[src/rtl/pid_pkg.sv]
// Shared types for the pulse-interval gap decoder.
// Assumes nothing beyond IEEE 1800-2017 enums.
package pid_pkg;

    // Decoder phase: idle, carrier-on between gaps, inside a data gap, draining after an error
    typedef enum logic [1:0] {
        PID_IDLE  = 2'd0,
        PID_LOW   = 2'd1,
        PID_HIGH  = 2'd2,
        PID_DRAIN = 2'd3
    } pid_state_e;

    // Classification of one measured interval
    typedef enum logic [1:0] {
        PID_CLS_ZERO = 2'd0,
        PID_CLS_ONE  = 2'd1,
        PID_CLS_BAD  = 2'd2
    } pid_cls_e;

endpackage

[src/rtl/pid_run_counter.sv]
// Saturating run-length counter.
// Counts the samples of one run of a level. When a new run begins, it
// reloads to 1. While the level is absent, it holds the length of the
// last run. Assumes restart_i is only high together with hit_i.
module pid_run_counter #(
    parameter int W = 7
) (
    input  logic         clk,
    input  logic         rst_n,
    input  logic         hit_i,
    input  logic         restart_i,
    output logic [W-1:0] cnt_o
);

    localparam logic [W-1:0] CNT_MAX = {W{1'b1}};

    // Advance the run length, reload at the start of a run, never wrap
    always_ff @(posedge clk) begin
        if (!rst_n) begin
            cnt_o <= '0;
        end else if (hit_i) begin
            if (restart_i) begin
                cnt_o <= W'(1);
            end else if (cnt_o != CNT_MAX) begin
                cnt_o <= cnt_o + W'(1);
            end
        end
    end

endmodule

[src/rtl/pid_window.sv]
// Timing-window classifier.
// A purely combinational block. It compares the last interval length
// and the last gap length against the window set picked by fast_i.
// Assumes that every window limit fits the counter widths it is compared in.
module pid_window
    import pid_pkg::*;
#(
    parameter int INT_W     = 7,
    parameter int GAP_W     = 6,
    parameter int N_ZERO_LO = 16,
    parameter int N_ZERO_HI = 31,
    parameter int N_ONE_LO  = 48,
    parameter int N_ONE_HI  = 63,
    parameter int N_GAP_LO  = 8,
    parameter int N_GAP_HI  = 30,
    parameter int N_TIMEOUT = 64,
    parameter int F_ZERO_LO = 8,
    parameter int F_ZERO_HI = 15,
    parameter int F_ONE_LO  = 24,
    parameter int F_ONE_HI  = 31,
    parameter int F_GAP_LO  = 8,
    parameter int F_GAP_HI  = 20,
    parameter int F_TIMEOUT = 32,
    parameter int START_LO  = 10,
    parameter int START_HI  = 50
) (
    input  logic             fast_i,
    input  logic [INT_W-1:0] int_len_i,
    input  logic [GAP_W-1:0] gap_len_i,
    output pid_cls_e         int_cls_o,
    output logic             gap_ok_o,
    output logic             start_ok_o,
    output logic             timeout_o
);

    localparam logic [INT_W-1:0] NZL = INT_W'(N_ZERO_LO);
    localparam logic [INT_W-1:0] NZH = INT_W'(N_ZERO_HI);
    localparam logic [INT_W-1:0] NOL = INT_W'(N_ONE_LO);
    localparam logic [INT_W-1:0] NOH = INT_W'(N_ONE_HI);
    localparam logic [INT_W-1:0] NTO = INT_W'(N_TIMEOUT);
    localparam logic [INT_W-1:0] FZL = INT_W'(F_ZERO_LO);
    localparam logic [INT_W-1:0] FZH = INT_W'(F_ZERO_HI);
    localparam logic [INT_W-1:0] FOL = INT_W'(F_ONE_LO);
    localparam logic [INT_W-1:0] FOH = INT_W'(F_ONE_HI);
    localparam logic [INT_W-1:0] FTO = INT_W'(F_TIMEOUT);
    localparam logic [GAP_W-1:0] NGL = GAP_W'(N_GAP_LO);
    localparam logic [GAP_W-1:0] NGH = GAP_W'(N_GAP_HI);
    localparam logic [GAP_W-1:0] FGL = GAP_W'(F_GAP_LO);
    localparam logic [GAP_W-1:0] FGH = GAP_W'(F_GAP_HI);
    localparam logic [GAP_W-1:0] SGL = GAP_W'(START_LO);
    localparam logic [GAP_W-1:0] SGH = GAP_W'(START_HI);

    logic [INT_W-1:0] z_lo, z_hi, o_lo, o_hi, to_lim;
    logic [GAP_W-1:0] g_lo, g_hi;

    // Pick the limit set for the current timing mode
    always_comb begin
        z_lo   = fast_i ? FZL : NZL;
        z_hi   = fast_i ? FZH : NZH;
        o_lo   = fast_i ? FOL : NOL;
        o_hi   = fast_i ? FOH : NOH;
        to_lim = fast_i ? FTO : NTO;
        g_lo   = fast_i ? FGL : NGL;
        g_hi   = fast_i ? FGH : NGH;
    end

    // Sort the last interval into zero, one or invalid
    always_comb begin
        if (int_len_i >= z_lo && int_len_i <= z_hi) begin
            int_cls_o = PID_CLS_ZERO;
        end else if (int_len_i >= o_lo && int_len_i <= o_hi) begin
            int_cls_o = PID_CLS_ONE;
        end else begin
            int_cls_o = PID_CLS_BAD;
        end
    end

    // Judge gap lengths and the carrier-on timeout
    always_comb begin
        gap_ok_o   = (gap_len_i >= g_lo) && (gap_len_i <= g_hi);
        start_ok_o = (gap_len_i >= SGL) && (gap_len_i <= SGH);
        timeout_o  = (int_len_i >= to_lim);
    end

endmodule

[src/rtl/pid_fsm.sv]
// Frame sequencer for the gap decoder.
// Opens a frame on a valid start gap, emits one bit per classified
// interval, checks each data gap, drains after an error and closes the
// frame on the carrier-on timeout. Assumes that timeout_i reports a
// previous run length that is at least the limit, so the current sample
// makes the run exceed it.
module pid_fsm
    import pid_pkg::*;
(
    input  logic     clk,
    input  logic     rst_n,
    input  logic     gap_i,
    input  logic     gap_q_i,
    input  pid_cls_e int_cls_i,
    input  logic     gap_ok_i,
    input  logic     start_ok_i,
    input  logic     timeout_i,
    output logic     bit_valid_o,
    output logic     bit_o,
    output logic     eof_o,
    output logic     err_o
);

    pid_state_e state_q;
    logic       fall_s;
    logic       expire_s;

    // Gap end, and a carrier-on run that has grown past the limit
    always_comb begin
        fall_s   = !gap_i && gap_q_i;
        expire_s = !gap_i && !gap_q_i && timeout_i;
    end

    // State walk with registered strobes and the held error flag
    always_ff @(posedge clk) begin
        if (!rst_n) begin
            state_q     <= PID_IDLE;
            bit_valid_o <= 1'b0;
            bit_o       <= 1'b0;
            eof_o       <= 1'b0;
            err_o       <= 1'b0;
        end else begin
            bit_valid_o <= 1'b0;
            eof_o       <= 1'b0;
            unique case (state_q)
                PID_IDLE: begin
                    err_o <= 1'b0;
                    if (fall_s && start_ok_i) begin
                        state_q <= PID_LOW;
                    end
                end
                PID_LOW: begin
                    if (gap_i) begin
                        if (int_cls_i == PID_CLS_BAD) begin
                            err_o   <= 1'b1;
                            state_q <= PID_DRAIN;
                        end else begin
                            bit_valid_o <= 1'b1;
                            bit_o       <= (int_cls_i == PID_CLS_ONE);
                            state_q     <= PID_HIGH;
                        end
                    end else if (expire_s) begin
                        eof_o   <= 1'b1;
                        state_q <= PID_IDLE;
                    end
                end
                PID_HIGH: begin
                    if (fall_s) begin
                        if (gap_ok_i) begin
                            state_q <= PID_LOW;
                        end else begin
                            err_o   <= 1'b1;
                            state_q <= PID_DRAIN;
                        end
                    end
                end
                PID_DRAIN: begin
                    if (expire_s) begin
                        eof_o   <= 1'b1;
                        state_q <= PID_IDLE;
                    end
                end
                default: state_q <= PID_IDLE;
            endcase
        end
    end

endmodule

[src/rtl/pid_gap_decoder.sv]
// Pulse-interval gap decoder, top level.
// Registers the gap input once to find its edges. Times each carrier-on
// and carrier-off run with saturating counters, classifies the runs and
// sequences the frame. Assumes that gap_i is already synchronous to clk
// and that fast_i is static during a frame.
module pid_gap_decoder
    import pid_pkg::*;
#(
    parameter int N_ZERO_LO = 16,
    parameter int N_ZERO_HI = 31,
    parameter int N_ONE_LO  = 48,
    parameter int N_ONE_HI  = 63,
    parameter int N_GAP_LO  = 8,
    parameter int N_GAP_HI  = 30,
    parameter int N_TIMEOUT = 64,
    parameter int F_ZERO_LO = 8,
    parameter int F_ZERO_HI = 15,
    parameter int F_ONE_LO  = 24,
    parameter int F_ONE_HI  = 31,
    parameter int F_GAP_LO  = 8,
    parameter int F_GAP_HI  = 20,
    parameter int F_TIMEOUT = 32,
    parameter int START_LO  = 10,
    parameter int START_HI  = 50
) (
    input  logic clk,
    input  logic rst_n,
    input  logic gap_i,
    input  logic fast_i,
    output logic bit_valid_o,
    output logic bit_o,
    output logic eof_o,
    output logic err_o
);

    localparam int INT_W = $clog2(N_TIMEOUT + 2);
    localparam int GAP_W = $clog2(START_HI + 2);

    logic             gap_q;
    logic             rise_s;
    logic             fall_s;
    logic [INT_W-1:0] int_len;
    logic [GAP_W-1:0] gap_len;
    pid_cls_e         int_cls;
    logic             gap_ok;
    logic             start_ok;
    logic             timeout;

    // Keep the previous gap sample for edge detection
    always_ff @(posedge clk) begin
        if (!rst_n) begin
            gap_q <= 1'b0;
        end else begin
            gap_q <= gap_i;
        end
    end

    // Gap begin and gap end for one sample
    always_comb begin
        rise_s = gap_i && !gap_q;
        fall_s = !gap_i && gap_q;
    end

    pid_run_counter #(.W(INT_W)) u_low_run (
        .clk       (clk),
        .rst_n     (rst_n),
        .hit_i     (!gap_i),
        .restart_i (fall_s),
        .cnt_o     (int_len)
    );

    pid_run_counter #(.W(GAP_W)) u_high_run (
        .clk       (clk),
        .rst_n     (rst_n),
        .hit_i     (gap_i),
        .restart_i (rise_s),
        .cnt_o     (gap_len)
    );

    pid_window #(
        .INT_W     (INT_W),
        .GAP_W     (GAP_W),
        .N_ZERO_LO (N_ZERO_LO),
        .N_ZERO_HI (N_ZERO_HI),
        .N_ONE_LO  (N_ONE_LO),
        .N_ONE_HI  (N_ONE_HI),
        .N_GAP_LO  (N_GAP_LO),
        .N_GAP_HI  (N_GAP_HI),
        .N_TIMEOUT (N_TIMEOUT),
        .F_ZERO_LO (F_ZERO_LO),
        .F_ZERO_HI (F_ZERO_HI),
        .F_ONE_LO  (F_ONE_LO),
        .F_ONE_HI  (F_ONE_HI),
        .F_GAP_LO  (F_GAP_LO),
        .F_GAP_HI  (F_GAP_HI),
        .F_TIMEOUT (F_TIMEOUT),
        .START_LO  (START_LO),
        .START_HI  (START_HI)
    ) u_window (
        .fast_i     (fast_i),
        .int_len_i  (int_len),
        .gap_len_i  (gap_len),
        .int_cls_o  (int_cls),
        .gap_ok_o   (gap_ok),
        .start_ok_o (start_ok),
        .timeout_o  (timeout)
    );

    pid_fsm u_fsm (
        .clk         (clk),
        .rst_n       (rst_n),
        .gap_i       (gap_i),
        .gap_q_i     (gap_q),
        .int_cls_i   (int_cls),
        .gap_ok_i    (gap_ok),
        .start_ok_i  (start_ok),
        .timeout_i   (timeout),
        .bit_valid_o (bit_valid_o),
        .bit_o       (bit_o),
        .eof_o       (eof_o),
        .err_o       (err_o)
    );

endmodule

[config.mk]
export PLATFORM = sky130hd
export DESIGN_NAME = pid_gap_decoder
export DESIGN_NICKNAME = d
export VERILOG_FILES = /design/src/rtl/pid_pkg.sv /design/src/rtl/pid_run_counter.sv /design/src/rtl/pid_window.sv /design/src/rtl/pid_fsm.sv /design/src/rtl/pid_gap_decoder.sv
export SDC_FILE = /design/constraint.sdc
export NUM_CORES = 1
export LEC_CHECK = 0
export ABC_CLOCK_PERIOD_IN_PS = 1800
export CAP_MARGIN = 10
export CORE_MARGIN = 5
export CORE_UTILIZATION = 52
export DETAILED_ROUTE_END_ITERATION = 7
export PLACE_DENSITY = 0.81
export SYNTH_ARGS = -nofsm -noshare
export SYNTH_HDL_FRONTEND = slang
export SYNTH_SLANG_ARGS = --single-unit
[constraint.sdc]
create_clock -name clk -period 1.8 [get_ports clk]
set_input_delay 0.18 -clock clk [delete_from_list [all_inputs] [get_ports clk]]
set_output_delay 0.18 -clock clk [all_outputs]
set_load 0.005 [all_outputs]
==> metrics.md <==
| Metric | Value |
|---|---|
| Critical path endpoint category | flip-flop |
| Most common cell after layout, fill and taps aside | nor2_1 |
| Worst reg2reg endpoint | u_fsm.state_q[0] |
| Die Footprint | 3690 sq um |
| Reg clk slew, reported paths | 0.12 ns |
| Crit-path leading delay family | compound AO/OA/AOI/OAI gates |
| WP depth | 7 |
| Detail Placement HPWL | 2270 um |
| Routability cong. | 0.849 |
| Layout cells sized above 1 | 18.5% |
| Core Region | about 2500 sq um |
| Critical Path Source | u_low_run.cnt_o[5] |
| Fin util | 64.1% |
| Fill cells | between 200 and 250 |
| R2r startpoint | u_low_run.cnt_o[5] |
| FF-to-FF path depth | 7 |
| IO Port Bufs | 7 |
| Clk buf depth | 2 |
| # IOs | 8 |
| First-pass GRT wire length | 4940 um |
| Synthesized area | 1340 sq um |
| TritonCTS clock tree | yes |
| Synth Area in Compound Gates | 17.3% |
| Peak Freq | 0.568 GHz |
| Crit path cell chain | inv_1 > ha_1 > nor3b_1 > o21ai_1 > o22ai_2 > nor2_1 > o311a_1 |
| Worst Setup Start Kind | flip-flop |
| Via count | around 1200 |
| Starting density of the core | 54.1% |
| Final worst path period share | 97.9% |
| Post-synthesis adder-cell area fraction | about 16% |
| Register area share after synthesis | 29.9% |
| Clock latency on the worst-skew pair | 0.30 ns |
| Crit Path Max Fanout | 2 |
| Initial antenna violation count | 0 |
| H-tree depth | 1 |
| Leak Pwr | 0.000676 uW |
| Die X | 60.8 um |
| Total GRT Usage | 17.3% |
| Most frequent cells in the layout | nor2_1 (24), ha_1 (15), dfxtp_1 (14) |
| Largest net degree at the start of global routing | 11 |
| Synth Flop Type | dfxtp_1 |
| Post-synthesis register bit count | 20 |
| Inserted Diodes | 0 |
| Post-synth cell types | 43 |
| Rows | 18 |
| Crit Path Category | reg2reg |
| Routed vias/inst | roughly 5.9 |
| Hold Path Class | reg2reg |
| Sinks on the clock net | 20 |
| CTS root buffer | clkbuf_4 |
| Syn_nets | about 180 |
| Remaining global-route overflow | 0 |
| Multi-input gate area | 907 sq um |
| TritonCTS buffer count | 3 |
| Maxcap violations | 0 |
| # setup viols final | 0 |
| Fin cells | 208 |
| Syn. warnings | 0 |
| Die height | 60.8 um |
| Async S/R FF share, synth | 0% |
| Worst path bufs/invs | 1 |
| Synth Instances | ~160 |
| First-pass DRT Iterations | 4 |
| Worst-margin pin slew | around 0.34 ns |
| WL per Instance | 14.7 um |
| Post-Synth Simple-Gate Area | 26.7% |
| Drt first-iter violations | 64 |
| Reg-to-reg setup timing slack | 0.04 ns |
| Vias in the first global route | 1184 |
| Final WL | around 3100 um |
| Area Growth Syn to Fin | 18.4% |
| Crit path DAT | between 1.5 and 2 ns |
| RSZ-0062 raised after global routing | yes |
| Slew HR | 77.2% |
| Clk_skew | between 0.009 and 0.01 ns |
| Slew Viols, Final | 0 |
| Peak supply drop | slightly below 0.5 mV |
| Main combinational cell family by area after synthesis | simple AND/OR/NAND/NOR gates |
| Multiplexer share of the synthesized area | 0.746% |
| Placed cells | slightly above 200 |
| DRC errors left | 0 |
| Final Hold Fails | 0 |
| CP Capture Point | u_fsm.state_q[0] |
| Crit-path slowest cell | dfxtp_2 |
| Number of flops mapped to enable cells by yosys | 0 |
| Period minus WS final | 1.76 ns |
| Reg area | 413 sq um |
| Layout Nets | 201 |
| Max stage delay on crit path | roughly 0.35 ns |
| Outcome | finished clean |
| Required time worst endpoint | 1.99 ns |
| PwrDens | 522 nW/um^2 |
| Synth Area per Inst | 8.49 sq um |
| Post-synthesis xor/xnor area fraction | 5.22% |
| Remaining antenna violation count | 0 |
==> metrics by stage <==
stage | setup TNS (ns) | worst slack, ns | power (uW) | cell area, sq um | hold slack (ns)
after global placement | -1.67 | -0.424 | 614 | 1530 | 0.446
after global routing | -0.00824 | -0.00824 | 869 | 1590 | 0.511
after detailed placement | -2.07 | -0.550 | 619 | 1530 | 0.461
after floorplan | 0 | 0.0194 | 566 | 1350 | 0.311
after CTS | 0 | 0.000911 | 828 | 1560 | 0.489
final | 0 | 0.0383 | 829 | 1590 | 0.488
==> flip-flops by register name, indices dropped and copies added (netlist names) <==
signal	flops
gap_q	1
u_fsm.bit_o	1
u_fsm.bit_valid_o	1
u_fsm.eof_o	1
u_fsm.err_o	1
u_fsm.state_q	2
u_high_run.cnt_o	6
u_low_run.cnt_o	7
==> kinds of logic after synthesis <==
family,Yosys count
flops,20
fa+ha+maj,17
xor+xnor,8
compound gates,30
buf+inv,15
mux,1
simple gates,67
==> final cells by class <==
class                           instances  area share [%]
Multi-Input combinational cell        123            57.1
Clock buffer                            3            1.42
Tap cell                               30            2.36
Sequential cell                        20            26.0
Inverter                               13            3.07
Timing Repair Buffer                   19            10.0
==> report_power, final <==
part	leakage, uW	total, uW	internal [uW]	switching, uW
clock	0.0000138	215	77.9	137
sequential	0.000165	469	453	15.2
combinational	0.000497	145	65.7	79.4
total	0.000676	829	597	232
==> worst min-delay path by stage <==
stage	slack (ns)	cells after the start	start	end
4_1_cts	0.49	1	u_fsm.bit_o	u_fsm.bit_o
5_1_grt	0.51	2	u_fsm.err_o	u_fsm.err_o
3_3_place_gp	0.45	2	u_fsm.err_o	u_fsm.err_o
3_5_place_dp	0.46	1	u_fsm.bit_o	u_fsm.bit_o
6_report	0.49	1	u_fsm.bit_o	u_fsm.bit_o
2_1_floorplan	0.31	1	rst_n	u_fsm.state_q[0]
==> Yosys cell counts (all sizes together) (3+ instances only) <==
cell type / number / area share, %
o21ai: 6 / 2.2
nand4: 3 / 1.4
and3: 3 / 1.6
nor3: 4 / 1.5
ha: 17 / 16
a31oi: 3 / 1.4
nand2b: 4 / 2.4
xor2: 6 / 3.9
nor2: 24 / 6.7
nand3: 6 / 2.2
inv: 13 / 3.6
a21oi: 4 / 1.5
nand2: 10 / 2.8
nor2b: 4 / 1.9
dfxtp: 20 / 30
==> repair_timing <==
item / in CTS / in global routing
hold endpoints to repair: 0 / 0
endpoints found under the setup margin: 3 / 3
gates resized for setup: 5 / 8
pin swaps: 1 / 3
hold buffers: 0 / 0
buffers inserted: 0 / 1
==> layer usage <==
metal	up-vias	GRT usage, %	share of wire [%]
met4	0	4.95	1.7
met5	-	0	0
met3	10	3.19	4.7
met1	586	20.8	42
li1	600	-	-
met2	31	31.1	51
==> worst reg2reg max path: cells and delay by family (launching register included) <==
kind,cells,cell delay [ns]
AND/OR/NAND/NOR,2,0.27
flip-flops,1,0.35
adder cells (fa/ha/maj),1,0.29
buffers and inverters,1,0.07
AO/OA/AOI/OAI,3,0.68
Power figures use the tool's default switching activity.
